[src/rtl/evc_pkg.sv]
package evc_pkg;
  typedef enum logic [2:0] {
    S_IDLE, S_ENTRY, S_ERASE, S_POLL, S_SCAN, S_EXIT, S_FIN
  } state_e;

  typedef enum logic [1:0] {SEQ_ENTRY, SEQ_ERASE, SEQ_EXIT} seq_e;

  localparam logic [1:0] KIND_BLOCK  = 2'b01;
  localparam logic [1:0] KIND_SECTOR = 2'b10;

  localparam logic [14:0] CA_HI = 15'h5555;
  localparam logic [14:0] CA_LO = 15'h2AAA;

  localparam logic [7:0] CODE_UNLK1  = 8'hAA;
  localparam logic [7:0] CODE_UNLK2  = 8'h55;
  localparam logic [7:0] CODE_SETUP  = 8'h80;
  localparam logic [7:0] CODE_VENTRY = 8'hB0;
  localparam logic [7:0] CODE_EXIT   = 8'hF0;
  localparam logic [7:0] CODE_ALL    = 8'h10;
  localparam logic [7:0] CODE_BLOCK  = 8'h50;
  localparam logic [7:0] CODE_SECTOR = 8'h30;
endpackage

[src/rtl/evc_cmd_table.sv]
module evc_cmd_table
  import evc_pkg::*;
#(
  parameter int AW = 20,
  parameter int DW = 16
) (
  input  seq_e          seq_i,
  input  logic [2:0]    step_i,
  input  logic [1:0]    kind_i,
  input  logic [AW-1:0] tgt_i,
  output logic [AW-1:0] addr_o,
  output logic [DW-1:0] data_o,
  output logic          last_o
);
  logic [14:0] caddr;
  logic [7:0]  code;
  logic        use_tgt;

  always_comb begin
    caddr   = CA_HI;
    code    = CODE_UNLK1;
    use_tgt = 1'b0;
    last_o  = 1'b0;
    case (step_i)
      3'd0, 3'd3: begin caddr = CA_HI; code = CODE_UNLK1; end
      3'd1, 3'd4: begin caddr = CA_LO; code = CODE_UNLK2; end
      3'd2: begin
        caddr  = CA_HI;
        code   = (seq_i == SEQ_EXIT) ? CODE_EXIT : CODE_SETUP;
        last_o = (seq_i == SEQ_EXIT);
      end
      default: begin
        last_o = 1'b1;
        if (seq_i == SEQ_ENTRY) code = CODE_VENTRY;
        else if (kind_i == KIND_BLOCK) begin code = CODE_BLOCK; use_tgt = 1'b1; end
        else if (kind_i == KIND_SECTOR) begin code = CODE_SECTOR; use_tgt = 1'b1; end
        else code = CODE_ALL;
      end
    endcase
  end

  assign addr_o = use_tgt ? tgt_i : {{(AW-15){1'b0}}, caddr};
  assign data_o = {{(DW-8){1'b0}}, code};
endmodule

[src/rtl/evc_retry_ctr.sv]
module evc_retry_ctr #(
  parameter int LIMIT = 100
) (
  input  logic clk_i,
  input  logic rst_ni,
  input  logic clr_i,
  input  logic inc_i,
  output logic final_o
);
  localparam int CW = $clog2(LIMIT + 1);

  logic [CW-1:0] cnt_q;

  always_ff @(posedge clk_i or negedge rst_ni) begin
    if (!rst_ni)    cnt_q <= '0;
    else if (clr_i) cnt_q <= '0;
    else if (inc_i) cnt_q <= cnt_q + 1'b1;
  end

  // next mismatch is the one that exhausts the budget
  assign final_o = (cnt_q == CW'(LIMIT - 1));

  AST_RETRY_CAP: assert property (@(posedge clk_i) disable iff (!rst_ni)
    cnt_q <= CW'(LIMIT));
  AST_NO_INC_PAST: assert property (@(posedge clk_i) disable iff (!rst_ni)
    (inc_i && !clr_i && cnt_q == CW'(LIMIT - 1)) |=> cnt_q == CW'(LIMIT));
endmodule

[src/rtl/erase_verify_ctrl.sv]
module erase_verify_ctrl
  import evc_pkg::*;
#(
  parameter int AW          = 20,
  parameter int DW          = 16,
  parameter int RETRY_LIMIT = 100
) (
  input  logic          clk_i,
  input  logic          rst_ni,
  input  logic          start_i,
  input  logic [1:0]    kind_i,
  input  logic [AW-1:0] range_lo_i,
  input  logic [AW-1:0] range_hi_i,
  output logic          bus_req_o,
  output logic          bus_we_o,
  output logic [AW-1:0] bus_addr_o,
  output logic [DW-1:0] bus_wdata_o,
  input  logic          bus_ack_i,
  input  logic [DW-1:0] bus_rdata_i,
  output logic          busy_o,
  output logic          done_o,
  output logic          err_o
);
  localparam int STAT_BIT = 6;

  state_e        state_q;
  logic [2:0]    step_q;
  logic [AW-1:0] lo_q, hi_q, cur_q;
  logic [1:0]    kind_q;
  logic          prev_q, have_prev_q, fail_q;
  seq_e          seq;
  logic [AW-1:0] cmd_addr;
  logic [DW-1:0] cmd_data;
  logic          cmd_last, retry_final, xfer, rd_ones, take_start;

  always_comb begin
    case (state_q)
      S_ENTRY: seq = SEQ_ENTRY;
      S_EXIT:  seq = SEQ_EXIT;
      default: seq = SEQ_ERASE;
    endcase
  end

  evc_cmd_table #(.AW(AW), .DW(DW)) u_table (
    .seq_i (seq),
    .step_i(step_q),
    .kind_i(kind_q),
    .tgt_i (lo_q),
    .addr_o(cmd_addr),
    .data_o(cmd_data),
    .last_o(cmd_last)
  );

  assign take_start = (state_q == S_IDLE) && start_i;
  assign bus_req_o  = (state_q == S_ENTRY) || (state_q == S_ERASE) || (state_q == S_POLL)
                   || (state_q == S_SCAN)  || (state_q == S_EXIT);
  assign bus_we_o   = (state_q == S_ENTRY) || (state_q == S_ERASE) || (state_q == S_EXIT);
  assign bus_addr_o = bus_we_o ? cmd_addr : cur_q;
  assign bus_wdata_o = bus_we_o ? cmd_data : '0;
  assign xfer       = bus_req_o && bus_ack_i;
  assign rd_ones    = &bus_rdata_i;

  evc_retry_ctr #(.LIMIT(RETRY_LIMIT)) u_retry (
    .clk_i  (clk_i),
    .rst_ni (rst_ni),
    .clr_i  (take_start),
    .inc_i  ((state_q == S_SCAN) && xfer && !rd_ones),
    .final_o(retry_final)
  );

  always_ff @(posedge clk_i or negedge rst_ni) begin
    if (!rst_ni) begin
      state_q     <= S_IDLE;
      step_q      <= '0;
      lo_q        <= '0;
      hi_q        <= '0;
      cur_q       <= '0;
      kind_q      <= '0;
      prev_q      <= 1'b0;
      have_prev_q <= 1'b0;
      fail_q      <= 1'b0;
    end else begin
      case (state_q)
        S_IDLE: if (start_i) begin
          lo_q    <= range_lo_i;
          hi_q    <= range_hi_i;
          cur_q   <= range_lo_i;
          kind_q  <= kind_i;
          fail_q  <= 1'b0;
          step_q  <= '0;
          state_q <= S_ENTRY;
        end
        S_ENTRY, S_ERASE, S_EXIT: if (xfer) begin
          if (!cmd_last) step_q <= step_q + 3'd1;
          else begin
            step_q      <= '0;
            have_prev_q <= 1'b0;
            case (state_q)
              S_ENTRY: state_q <= S_ERASE;
              S_ERASE: state_q <= S_POLL;
              default: state_q <= S_FIN;
            endcase
          end
        end
        S_POLL: if (xfer) begin
          // busy while bit 6 flips between consecutive reads
          if (have_prev_q && (bus_rdata_i[STAT_BIT] == prev_q)) state_q <= S_SCAN;
          prev_q      <= bus_rdata_i[STAT_BIT];
          have_prev_q <= 1'b1;
        end
        S_SCAN: if (xfer) begin
          if (rd_ones) begin
            if (cur_q == hi_q) state_q <= S_EXIT;
            else cur_q <= cur_q + 1'b1;
          end else if (retry_final) begin
            fail_q  <= 1'b1;
            state_q <= S_EXIT;
          end else begin
            state_q <= S_ERASE;
          end
        end
        S_FIN:   state_q <= S_IDLE;
        default: state_q <= S_IDLE;
      endcase
    end
  end

  assign busy_o = (state_q != S_IDLE);
  assign done_o = (state_q == S_FIN) && !fail_q;
  assign err_o  = (state_q == S_FIN) && fail_q;

  AST_REQ_HOLD: assert property (@(posedge clk_i) disable iff (!rst_ni)
    (bus_req_o && !bus_ack_i) |=> (bus_req_o && $stable(bus_addr_o) && $stable(bus_we_o)
                                   && $stable(bus_wdata_o)));
  AST_PULSE_EXCL: assert property (@(posedge clk_i) disable iff (!rst_ni)
    !(done_o && err_o));
  AST_PULSE_ENDS: assert property (@(posedge clk_i) disable iff (!rst_ni)
    (done_o || err_o) |=> (!busy_o && !done_o && !err_o));
  AST_BUSY_END: assert property (@(posedge clk_i) disable iff (!rst_ni)
    $fell(busy_o) |-> $past(done_o || err_o));
  AST_READ_IN_RANGE: assert property (@(posedge clk_i) disable iff (!rst_ni)
    (bus_req_o && !bus_we_o) |-> (bus_addr_o >= lo_q && bus_addr_o <= hi_q));
  AST_START_IGNORED: assert property (@(posedge clk_i) disable iff (!rst_ni)
    (busy_o && !done_o && !err_o) |=> $stable(lo_q) && $stable(hi_q));
endmodule

[config.mk]
export PLATFORM = sky130hd
export DESIGN_NAME = erase_verify_ctrl
export DESIGN_NICKNAME = d
export VERILOG_FILES = /design/src/rtl/evc_pkg.sv /design/src/rtl/evc_cmd_table.sv /design/src/rtl/evc_retry_ctr.sv /design/src/rtl/erase_verify_ctrl.sv
export SDC_FILE = /design/constraint.sdc
export NUM_CORES = 1
export LEC_CHECK = 0
export BUFFER_PORTS_ARGS = -buffer_cell sky130_fd_sc_hd__buf_2
export CAP_MARGIN = 20
export CORE_MARGIN = 2
export CORE_UTILIZATION = 50
export CTS_CLUSTER_DIAMETER = 40
export DETAILED_ROUTE_END_ITERATION = 6
export PLACE_DENSITY = 0.74
export SLEW_MARGIN = 20
export SYNTH_ARGS = -nofsm -noshare
export SYNTH_HDL_FRONTEND = slang
export SYNTH_SLANG_ARGS = --single-unit
[constraint.sdc]
create_clock -name clk_i -period 2.55 [get_ports clk_i]
set_input_delay 0.3825 -clock clk_i [delete_from_list [all_inputs] [get_ports clk_i]]
set_output_delay 0.3825 -clock clk_i [all_outputs]
set_load 0.03 [all_outputs]
# Word-level counts from Yosys, hierarchy flattened
# Cells that the tools add are included.
dict set report totals {
  reg_bits 78
  latchBits 0
  ramBits 0
  rom_bits 0
  input_bits 62
  out_inout_bits 41
  elab_cells 121
  mem_count 0
}
dict set report classes {
  addsub 3
  multipliers 0
  div 0
  n_lt_le_gt_ge 0
  n_eq_ne 27
  n_shift 0
  n_mux 46
  bitwise 0
  reduce_logical 35
}
# cell n
set ops {}
lappend ops {{$mux 20} 6}
lappend ops {{$pmux 20 s2} 1}
lappend ops {{$mux 3} 12}
lappend ops {{$mux 8} 3}
lappend ops {{$pmux 8 s3} 1}
lappend ops {{$mux 7} 3}
lappend ops {{$add 20x1->20 const B} 1}
lappend ops {{$eq 20x20->1} 1}
lappend ops {{$ne 2x2->1 const B} 9}
lappend ops {{$reduce_and 16->1} 1}
lappend ops {{$mux 15} 1}
lappend ops {{$eq 3x2->1 const B} 4}
lappend ops {{$eq 3x3->1 const B} 4}
lappend ops {{$pmux 3 s2} 2}
lappend ops {{$pmux 3 s4} 1}
lappend ops {{$mux 1} 11}
lappend ops {{$reduce_and 5->1} 2}
lappend ops {{$reduce_bool 2->1} 4}
lappend ops {{$add 7x1->7 const B} 1}
lappend ops {{$eq 7x7->1 const B} 1}
lappend ops {{$logic_and 1x1->1} 7}
lappend ops {{$reduce_and 7->1} 1}
lappend ops {{$eq 3x1->1 const B} 2}
lappend ops {{$logic_not 3->1} 2}
lappend ops {{20 further kinds} 30}

# Longest topological paths before layout
# Gate-level depths: netlist of run 1.
dict set report logic_depth {
  word_depth 10
  ltp_mapped 9
  ltp_nobuf 8
}

# Hierarchy
# A second synthesis of run 1 with hierarchy kept.
dict set report unflattened {
  cells_unflattened 485
  hier_area_um2 4787.1
}
# mod instances cells_per_inst area_per_inst_um2 seq_area_each_um2
set modules_own_cells {}
lappend modules_own_cells {erase_verify_ctrl 1 392 4026.4 1776.7}
lappend modules_own_cells {evc_cmd_table 1 62 434.2 0.0}
lappend modules_own_cells {evc_retry_ctr 1 31 326.6 175.2}

# Least setup slack after synthesis of run 1
# Ideal clock, no wire load.
dict set report synth_timing {
  kind {register to output}
  from {register step_q[0]}
  to {output port bus_addr_o[15]}
  t_arrival_ns 2.189
  required_ns 2.168
  slack_ns -0.022
  stages_incl_launch_ff 8
  n_path_buf 1
  cell_sequence {dfrtp_1 inv_1 ha_1 nor2_1 o22ai_1 or3_1 clkbuf_1 o21ai_0}
}
dict set report synth_between {
  elab_chain_len 5
  elab_cells_between_ends 9
  classes_between {eq/ne: 4; mux: 3; reduce/logical: 2}
}
# item line
set synth_lines {}
lappend synth_lines {{start, declared} erase_verify_ctrl.sv:27} ;# logic [2:0] step_q;
lappend synth_lines {{start signal, assigned} erase_verify_ctrl.sv:94} ;# if (!cmd_last) step_q <= step_q + 3'd1;
lappend synth_lines {{$eq 3x2->1, or another cell as far along} evc_cmd_table.sv:24} ;# case (step_i)
lappend synth_lines {{$reduce_or 5->1 (no source line) *} -}
lappend synth_lines {{$mux 1 *} evc_cmd_table.sv:24}
lappend synth_lines {{$mux 20 *} evc_cmd_table.sv:42} ;# assign addr_o = use_tgt ? tgt_i : {{(AW-15){1'b0}}, caddr};
lappend synth_lines {{$mux 20 *} erase_verify_ctrl.sv:58} ;# assign bus_addr_o = bus_we_o ? cmd_addr : cur_q;
lappend synth_lines {{end, declared} erase_verify_ctrl.sv:16} ;# output logic [AW-1:0] bus_addr_o,
# Every way passes the cells marked *; elsewhere a longest branch is shown, timed or not.

# Worst setup path after layout of run 1
dict set report layout_timing {
  from {register step_q[1]}
  to {output port bus_addr_o[3]}
}
dict set report layout_between {
  elab_chain_len 5
  elab_cells_between_ends 11
  classes_between {eq/ne: 4; mux: 4; reduce/logical: 3}
}
# item line
set layout_lines {}
lappend layout_lines {{$eq 3x2->1, or another cell as far along} evc_cmd_table.sv:24}
lappend layout_lines {{$reduce_or 5->1 (no source line) / $reduce_or 2->1 (equally long branches)} -}
lappend layout_lines {{$mux 1 / $mux 15 (equally long branches)} evc_cmd_table.sv:24}
lappend layout_lines {{$mux 20 *} evc_cmd_table.sv:42}
lappend layout_lines {{$mux 20 *} erase_verify_ctrl.sv:58}
# Marked as above.

==> out/results.tsv, run 1 <==
stage	metric	value	unit
timing	drv_slew	0	
drt	totalWireLength	13150	um
critical_path	cp.depth	8	
critical_path	critPathKind	register to primary output	
critical_path	slowest_delay	0.43	ns
floorplan	boundaryPins	103	
synthesis	avgSynthCellArea	8.103	um^2
power_and_ir_drop	ir_drop	0.001062	V
clocking	cts_tree	yes	
synthesis	ys_types	64	
placement	placed_cells	771	
synthesis	synthFlopType	dfrtp_1	
drt	routedWlPerCell	16.60	um
synthesis	synth_warnings	0	
timing	worst_hold_slack	0.01746	ns
critical_path	reg2reg_depth	8	
synthesis	synth-edff-count	0	
critical_path	start_kind	register	
synthesis	ys_seq_area_share	41.25	%
clocking	cts_hold_buf	0	
critical_path	path_max_fanout	6	
drt	drtPass1Iterations	5	
power_and_ir_drop	switchingPower	0.003903	W
clocking	htreeDepth	3	
placement	globalplace.congestion	0.9000	
synthesis	synth_cells	584	
grt	grt_max_degree	48	
timing	rsz0062_at_grt	yes	
clocking	clkSinkCount	78	
drt	drt-initial-drc-count	266	
clocking	clk_path_buf_depth	2	
drt	ant_nets	0	
timing	period_needed	2.570	ns
placement	numPortBuffers	94	
placement	dpl.hpwl	9232	um
grt	grt-ovfl-total	0	
cells_and_area	drive_gt1_share	24.82	%
floorplan	fp.dieH	101.3	um
critical_path	path_delay_family	simple AND/OR/NAND/NOR gates	
timing	setup_viol	4	
critical_path	crit_required	2.17	ns
status	outcome	complete, but fails checks	
drt	num_vias	4516	
power_and_ir_drop	power_leakage	2.815	nW
timing	fmax	389.1	MHz
floorplan	die_w	101.3	um
power_and_ir_drop	pwr-share-seq	29.2	%
power_and_ir_drop	power_density	1367	nW/um^2
floorplan	coreArea	9196	um^2
grt	grt_pass1_wl	21430	um
clocking	numCtsBuffers	9	
timing	worst_pin_slew	0.6234	ns
drt	route.detailed.drc	0	
grt	antenna_found_initial	0	
critical_path	crit_arrival	2.19	ns
floorplan	rows	35	
floorplan	initial_core_util	51.46	%
power_and_ir_drop	pwr-share-clk	13.0	%
placement	preCtsSetupSlack	0.1026	ns
critical_path	end_kind	primary output	
drt	routed_via_density	5.702	
critical_path	path_cells	ha_4 > nor2_4 > o22ai_4 > or3_4 > buf_8 > o211ai_1 > o21ai_1 > buf_4	
cells_and_area	fin_nets	747	
power_and_ir_drop	comb_power_share	57.8	%
clocking	clk_pin_slew	0.09	ns
status	violations	negative setup slack	
power_and_ir_drop	internal_power	0.003954	W
job	max_cap_violations	0	
cells_and_area	antenna_cells	0	
timing	relSlewSlack	58.44	%
critical_path	cp_slowest_cell	or3_4	
cells_and_area	final_util	62.48	%
clocking	insertion_delay	0.38	ns
synthesis	synth_seq_cells	78	
critical_path	path_buf_inv	2	
synthesis	async_flop_share	100.0	%
power_and_ir_drop	switching_share	49.68	%
timing	finClkSkew	0.01916	ns
timing	fin_crit_sh	100.8	%
grt	grt_use_total	26.83	%
timing	fin_ws	-0.01993	ns
clocking	ctsRootBufferMaster	clkbuf_8	
floorplan	die_area	10260	um^2
cells_and_area	syn_to_final_growth	21.42	%
min_path	hold_class	input port to async pin	
timing	hold_viol	0	
synthesis	syn_area	4732	um^2
cells_and_area	instances_no_fill	792	
grt	first_global_vias	4511	
worst reg2reg max path, stage by stage (launching register included):
cell and delay [ns]:
dfrtp_1 0.43, buf_4 0.27, nor2b_1 0.12, o21ai_1 0.30, and2b_1 0.24, o21ai_2 0.08, buf_4 0.26, a21oi_1 0.07
o32a_1 0.30
power groups by stage:
stage | logic, W | clock network, W | registers, W
floorplan | 0.00310 | 0 | 0.00210
global placement | 0.00403 | 0 | 0.00229
detailed placement | 0.00413 | 0 | 0.00231
CTS | 0.00444 | 0.00104 | 0.00229
global route | 0.00494 | 0.00109 | 0.00237
finish | 0.00454 | 0.00102 | 0.00230
logic make-up after synthesis:
kind of cell | count (synthesis) | share of synthesized area (%)
AND/OR/NAND/NOR | 272 | 26.44
AO/OA/AOI/OAI | 132 | 17.16
flip-flops | 78 | 41.25
buffers and inverters | 60 | 6.478
XOR/XNOR | 26 | 4.812
adder cells (fa/ha/maj) | 9 | 2.380
multiplexers | 6 | 1.401
other | 1 | 0.07925
Yosys cell counts, drive strengths merged (2+ instances only):
cell | number | area share (%)
o22a | 4 | 0.74
a22o | 2 | 0.37
a2bb2oi | 11 | 2.0
or3 | 2 | 0.26
a31oi | 16 | 2.1
buf | 24 | 3.6
ha | 9 | 2.4
nor2b | 4 | 0.53
xor2 | 24 | 4.4
nand4 | 10 | 1.5
dfrtp | 78 | 41
a21oi | 38 | 4.0
a21boi | 2 | 0.32
xnor2 | 2 | 0.37
nand3 | 12 | 1.4
mux2 | 2 | 0.56
nand2 | 161 | 13
and3 | 7 | 1.1
o22ai | 8 | 1.1
o211ai | 3 | 0.48
mux2i | 4 | 0.85
clkbuf | 23 | 1.9
and2 | 4 | 0.53
nor4 | 7 | 1.2
inv | 13 | 1.0
o21ai | 37 | 4.1
nor2 | 48 | 3.9
nor3 | 6 | 0.87
o31ai | 2 | 0.32
nor3b | 5 | 1.1
cell usage in the layout (no fill, tap or decap), drive strengths merged, types with 3 or more instances in the layout:
cell type	synthesis	routed
nor4	7	7
nor3b	5	5
o22ai	8	8
conb	1	8
a21oi	38	38
a31oi	16	16
a2bb2oi	11	11
nor2	48	48
ha	9	9
nor2b	4	4
mux2i	4	4
dfrtp	78	78
clkbuf	23	10
xor2	24	24
and2	4	4
inv	13	17
nor3	6	6
and3	7	7
nand2	161	161
o22a	4	4
nand4	10	10
buf	24	120
o21ai	37	37
nand3	12	12
o211ai	3	3
path summary, 6_finish.rpt:
| kind | start | to | slack (ns) |
|---|---|---|---|
| setup / recovery | step_q[1]$_DFFE_PN0P_ | bus_addr_o[3] | -0.02 |
| max in group asynchronous | rst_ni | lo_q[2]$_DFFE_PN0P_ | 1.95 |
| hold reg to reg | lo_q[2]$_DFFE_PN0P_ | lo_q[2]$_DFFE_PN0P_ | 0.49 |
| min in group clk_i | range_hi_i[13] | hi_q[13]$_DFFE_PN0P_ | 0.19 |
| setup reg to reg | state_q[2]$_DFFE_PN0P_ | cur_q[3]$_DFFE_PN0P_ | 0.37 |
| hold / removal | rst_ni | step_q[2]$_DFFE_PN0P_ | 0.02 |
through the flow:
stage          total power (W)  setup TNS (ns)  cell area (um^2)
2_1_floorplan         0.005200        -0.08765              4758
3_3_place_gp          0.006314               0              5325
6_report              0.007857        -0.04690              5746
4_1_cts               0.007770         -0.6773              5693
3_5_place_dp          0.006439               0              5325
5_1_grt               0.008401          -1.129              5746
layer usage:
metal | up-vias | GRT usage (%) | share of wire [%]
met3 | 27 | 4.900 | 5.7
met2 | 171 | 47.68 | 51
met1 | 2151 | 33.16 | 41
li1 | 2167 | - | -
met5 | - | 0 | 0
met4 | 0 | 8.316 | 2.3
layout make-up:
cell class	instances	area, um^2
clock buffers	9	123.9
clock inverters	7	86.33
fillers	800	3451
inverters	13	48.80
multi-input cells	453	2620
flip-flops and latches	78	1952
well taps	111	138.9
repair buffers	121	775.7
registers in the layout, indices dropped and copies added, names as in the netlist:
name / cells
lo_q: 20
hi_q: 20
state_q: 3
u_retry.cnt_q: 7
have_prev_q: 1
fail_q: 1
prev_q: 1
cur_q: 20
step_q: 3
kind_q: 2
what timing repair did:
action / CTS / global route
pin swaps: 6 / 2
gates resized for setup: 42 / 11
endpoints found under the setup margin: 21 / 22
buffers inserted: 4 / 1
cloned: 1 / 0
Power figures use the tool's default switching activity.
==> run 2: changes to the inputs <==
REMOVE_ABC_BUFFERS = 1   (was default)
clock period = 3 ns   (was 2.55 ns; I/O delays follow)
==> run 2 against run 1 <==
  * Flip-flop and latch count is the same
  * Critical path type unchanged
  * Cell count decreased by 1.5%
  * The flow now finishes without violations
  * Final area is 3.5% lower
  * Highest routed layer unchanged
  * Combinational power decreased by 23%
  * Via count is 2.9% lower
  * Global-route usage shrank 2.5 points
  * Setup slack better by 0.15 ns
  * Critical path depth increased by 2
==> out/results.tsv, run 2 (same netlist as run 1, synthesis figures left out) <==
stage	metric	value	unit	change
critical_path	r2r_setup_slack	0.57	ns	+0.20 ns
drt	wl_met1	5451	um	+1.9%
cells_and_area	reg.largest.list	cur_q: 20 flops, hi_q: 20 flops, lo_q: 20 flops		
drt	drtPass1Iterations	5		unchanged
critical_path	crit_arrival	2.42	ns	+0.23 ns
timing	fmax	348.3	MHz	
clocking	numCtsBuffers	9		unchanged
timing	hold_viol	0		unchanged
clocking	clk_pin_slew	0.08	ns	about the same
cells_and_area	antenna_cells	0		unchanged
critical_path	crit_required	2.55	ns	+0.38 ns
grt	antenna_found_initial	0		unchanged
clocking	htreeDepth	3		unchanged
drt	routedWlPerCell	15.60	um	-6.0%
critical_path	start_kind	register		
floorplan	die_w	101.3	um	unchanged
job	max_cap_violations	0		unchanged
floorplan	initial_core_util	51.46	%	unchanged
drt	route.met2.wl	5815	um	-14%
grt	grt_use_total	24.30	%	-2.5 points
grt	grt_pass1_wl	19770	um	-7.8%
timing	rsz0062_at_grt	no		
drt	drt-initial-drc-count	312		+17%
critical_path	critPathKind	register to primary output		
clocking	cts_tree	yes		
timing	fin_crit_sh	95.70	%	
drt	ant_nets	0		unchanged
timing	relSlewSlack	51.75	%	-6.7 points
timing	worst_pin_slew	0.7237	ns	+0.1003 ns
cells_and_area	drive_gt1_share	21.82	%	-3.0 points
floorplan	fp.dieH	101.3	um	unchanged
placement	preCtsSetupSlack	0.3292	ns	+0.2266 ns
clocking	clkSinkCount	78		unchanged
drt	route.detailed.drc	0		unchanged
min_path	hold_class	input port to async pin		
drt	totalWireLength	12170	um	-7.4%
cells_and_area	final_common_cell	nand2_1		
timing	setup_viol	0		-4
cells_and_area	syn_to_final_growth	17.16	%	
clocking	clk_path_buf_depth	2		unchanged
floorplan	boundaryPins	103		unchanged
timing	period_needed	2.871	ns	
power_and_ir_drop	ir_drop	0.0007219	V	-32%
floorplan	rows	35		unchanged
placement	dpl.hpwl	8352	um	-9.5%
drt	highest_layer	met4		
cells_and_area	fin_nets	736		-1.5%
timing	fin_setup_tns	0	ns	+0.04690 ns
grt	grt-ovfl-total	0		unchanged
drt	num_vias	4386		-2.9%
placement	numPortBuffers	94		unchanged
timing	fin_ws	0.1289	ns	+0.1488 ns
clocking	insertion_delay	0.35	ns	-0.03 ns
status	outcome	completed		
timing	finClkSkew	0.008429	ns	-0.01073 ns
floorplan	coreArea	9196	um^2	unchanged
floorplan	die_area	10260	um^2	unchanged
power_and_ir_drop	power_leakage	2.739	nW	-2.7%
grt	first_global_vias	4085		-9.4%
drt	routed_via_density	5.623		-1.4%
cells_and_area	final_cell_mix	nand2_1, buf_2, dfrtp_1		
power_and_ir_drop	power_density	1158	nW/um^2	-15%
clocking	ctsRootBufferMaster	clkbuf_8		
placement	globalplace.congestion	0.8259		-8.2%
critical_path	path_max_fanout	8		+2
grt	grt_max_degree	79		+65%
drt	dr_wl_met3	740	um	-0.80%
timing	drv_slew	0		unchanged
critical_path	end_kind	primary output		
## run 2: worst max-delay path: stages, from the launching register on
cell and delay (ns):
dfrtp_2 0.41, inv_1 0.08, ha_1 0.23, nor2_2 0.12, o22ai_1 0.14, or3_4 0.37, nand2_4 0.12, buf_8 0.16
o211ai_1 0.10, o21ai_0 0.12, buf_2 0.22
## run 2: metrics by stage
step / power [W] / hold WS [ns] / cells / utilization [%] / cell area [um^2]
3_5_place_dp: 0.005334 / 0.4622 / 763 / 56.98 / 5240
3_3_place_gp: 0.005244 / 0.4529 / 763 / 56.98 / 5240
4_1_cts: 0.006306 / 0.2740 / 778 / 59.61 / 5482
5_1_grt: 0.006888 / 0.1798 / 780 / 60.29 / 5544
2_1_floorplan: 0.004253 / 0.1544 / 544 / - / 4501
6_report: 0.006418 / 0.1237 / 780 / 60.29 / 5544
## run 2: per-layer routing
layer  vias up  GRT usage (%)
met2       154          40.35
met4         0          7.069
met3        17          3.313
met5         -              0
li1       2140              -
met1      2075          33.44
## run 2: area by class of cell
| class | instances | area [um^2] |
|---|---|---|
| Sequential cell | 78 | 1953 |
| Timing Repair Buffer | 110 | 641.9 |
| Clock inverter | 4 | 95.09 |
| Multi-Input combinational cell | 453 | 2525 |
| Tap cell | 111 | 138.9 |
| Fill cell | 842 | 3652 |
| Inverter | 13 | 48.80 |
| Clock buffer | 11 | 141.4 |
## run 2: power breakdown
part           internal, W  total [W]  leakage, nW  switching (W)
registers          0.00149    0.00196        0.965       0.000465
logic              0.00125    0.00350         1.65        0.00225
clock network     0.000570   0.000957        0.119       0.000386
## run 2: final timing paths
kind | to | startpoint | cells past startpoint
max | bus_addr_o[3] | step_q[0]$_DFFE_PN0P_ | 10
min | step_q[2]$_DFFE_PN0P_ | rst_ni | 1
max reg2reg | cur_q[3]$_DFFE_PN0P_ | cur_q[0]$_DFFE_PN0P_ | 7
min reg2reg | lo_q[2]$_DFFE_PN0P_ | lo_q[2]$_DFFE_PN0P_ | 2
max in group asynchronous | step_q[0]$_DFFE_PN0P_ | rst_ni | 1
min in group clk_i | hi_q[19]$_DFFE_PN0P_ | range_hi_i[19] | 3
## run 2: timing repair
item,in CTS,in global routing
setup endpoints to repair,7,9
hold buffers,0,0
buffers inserted,0,1
pin swaps,0,0
resized for setup,2,11
cloned,0,1
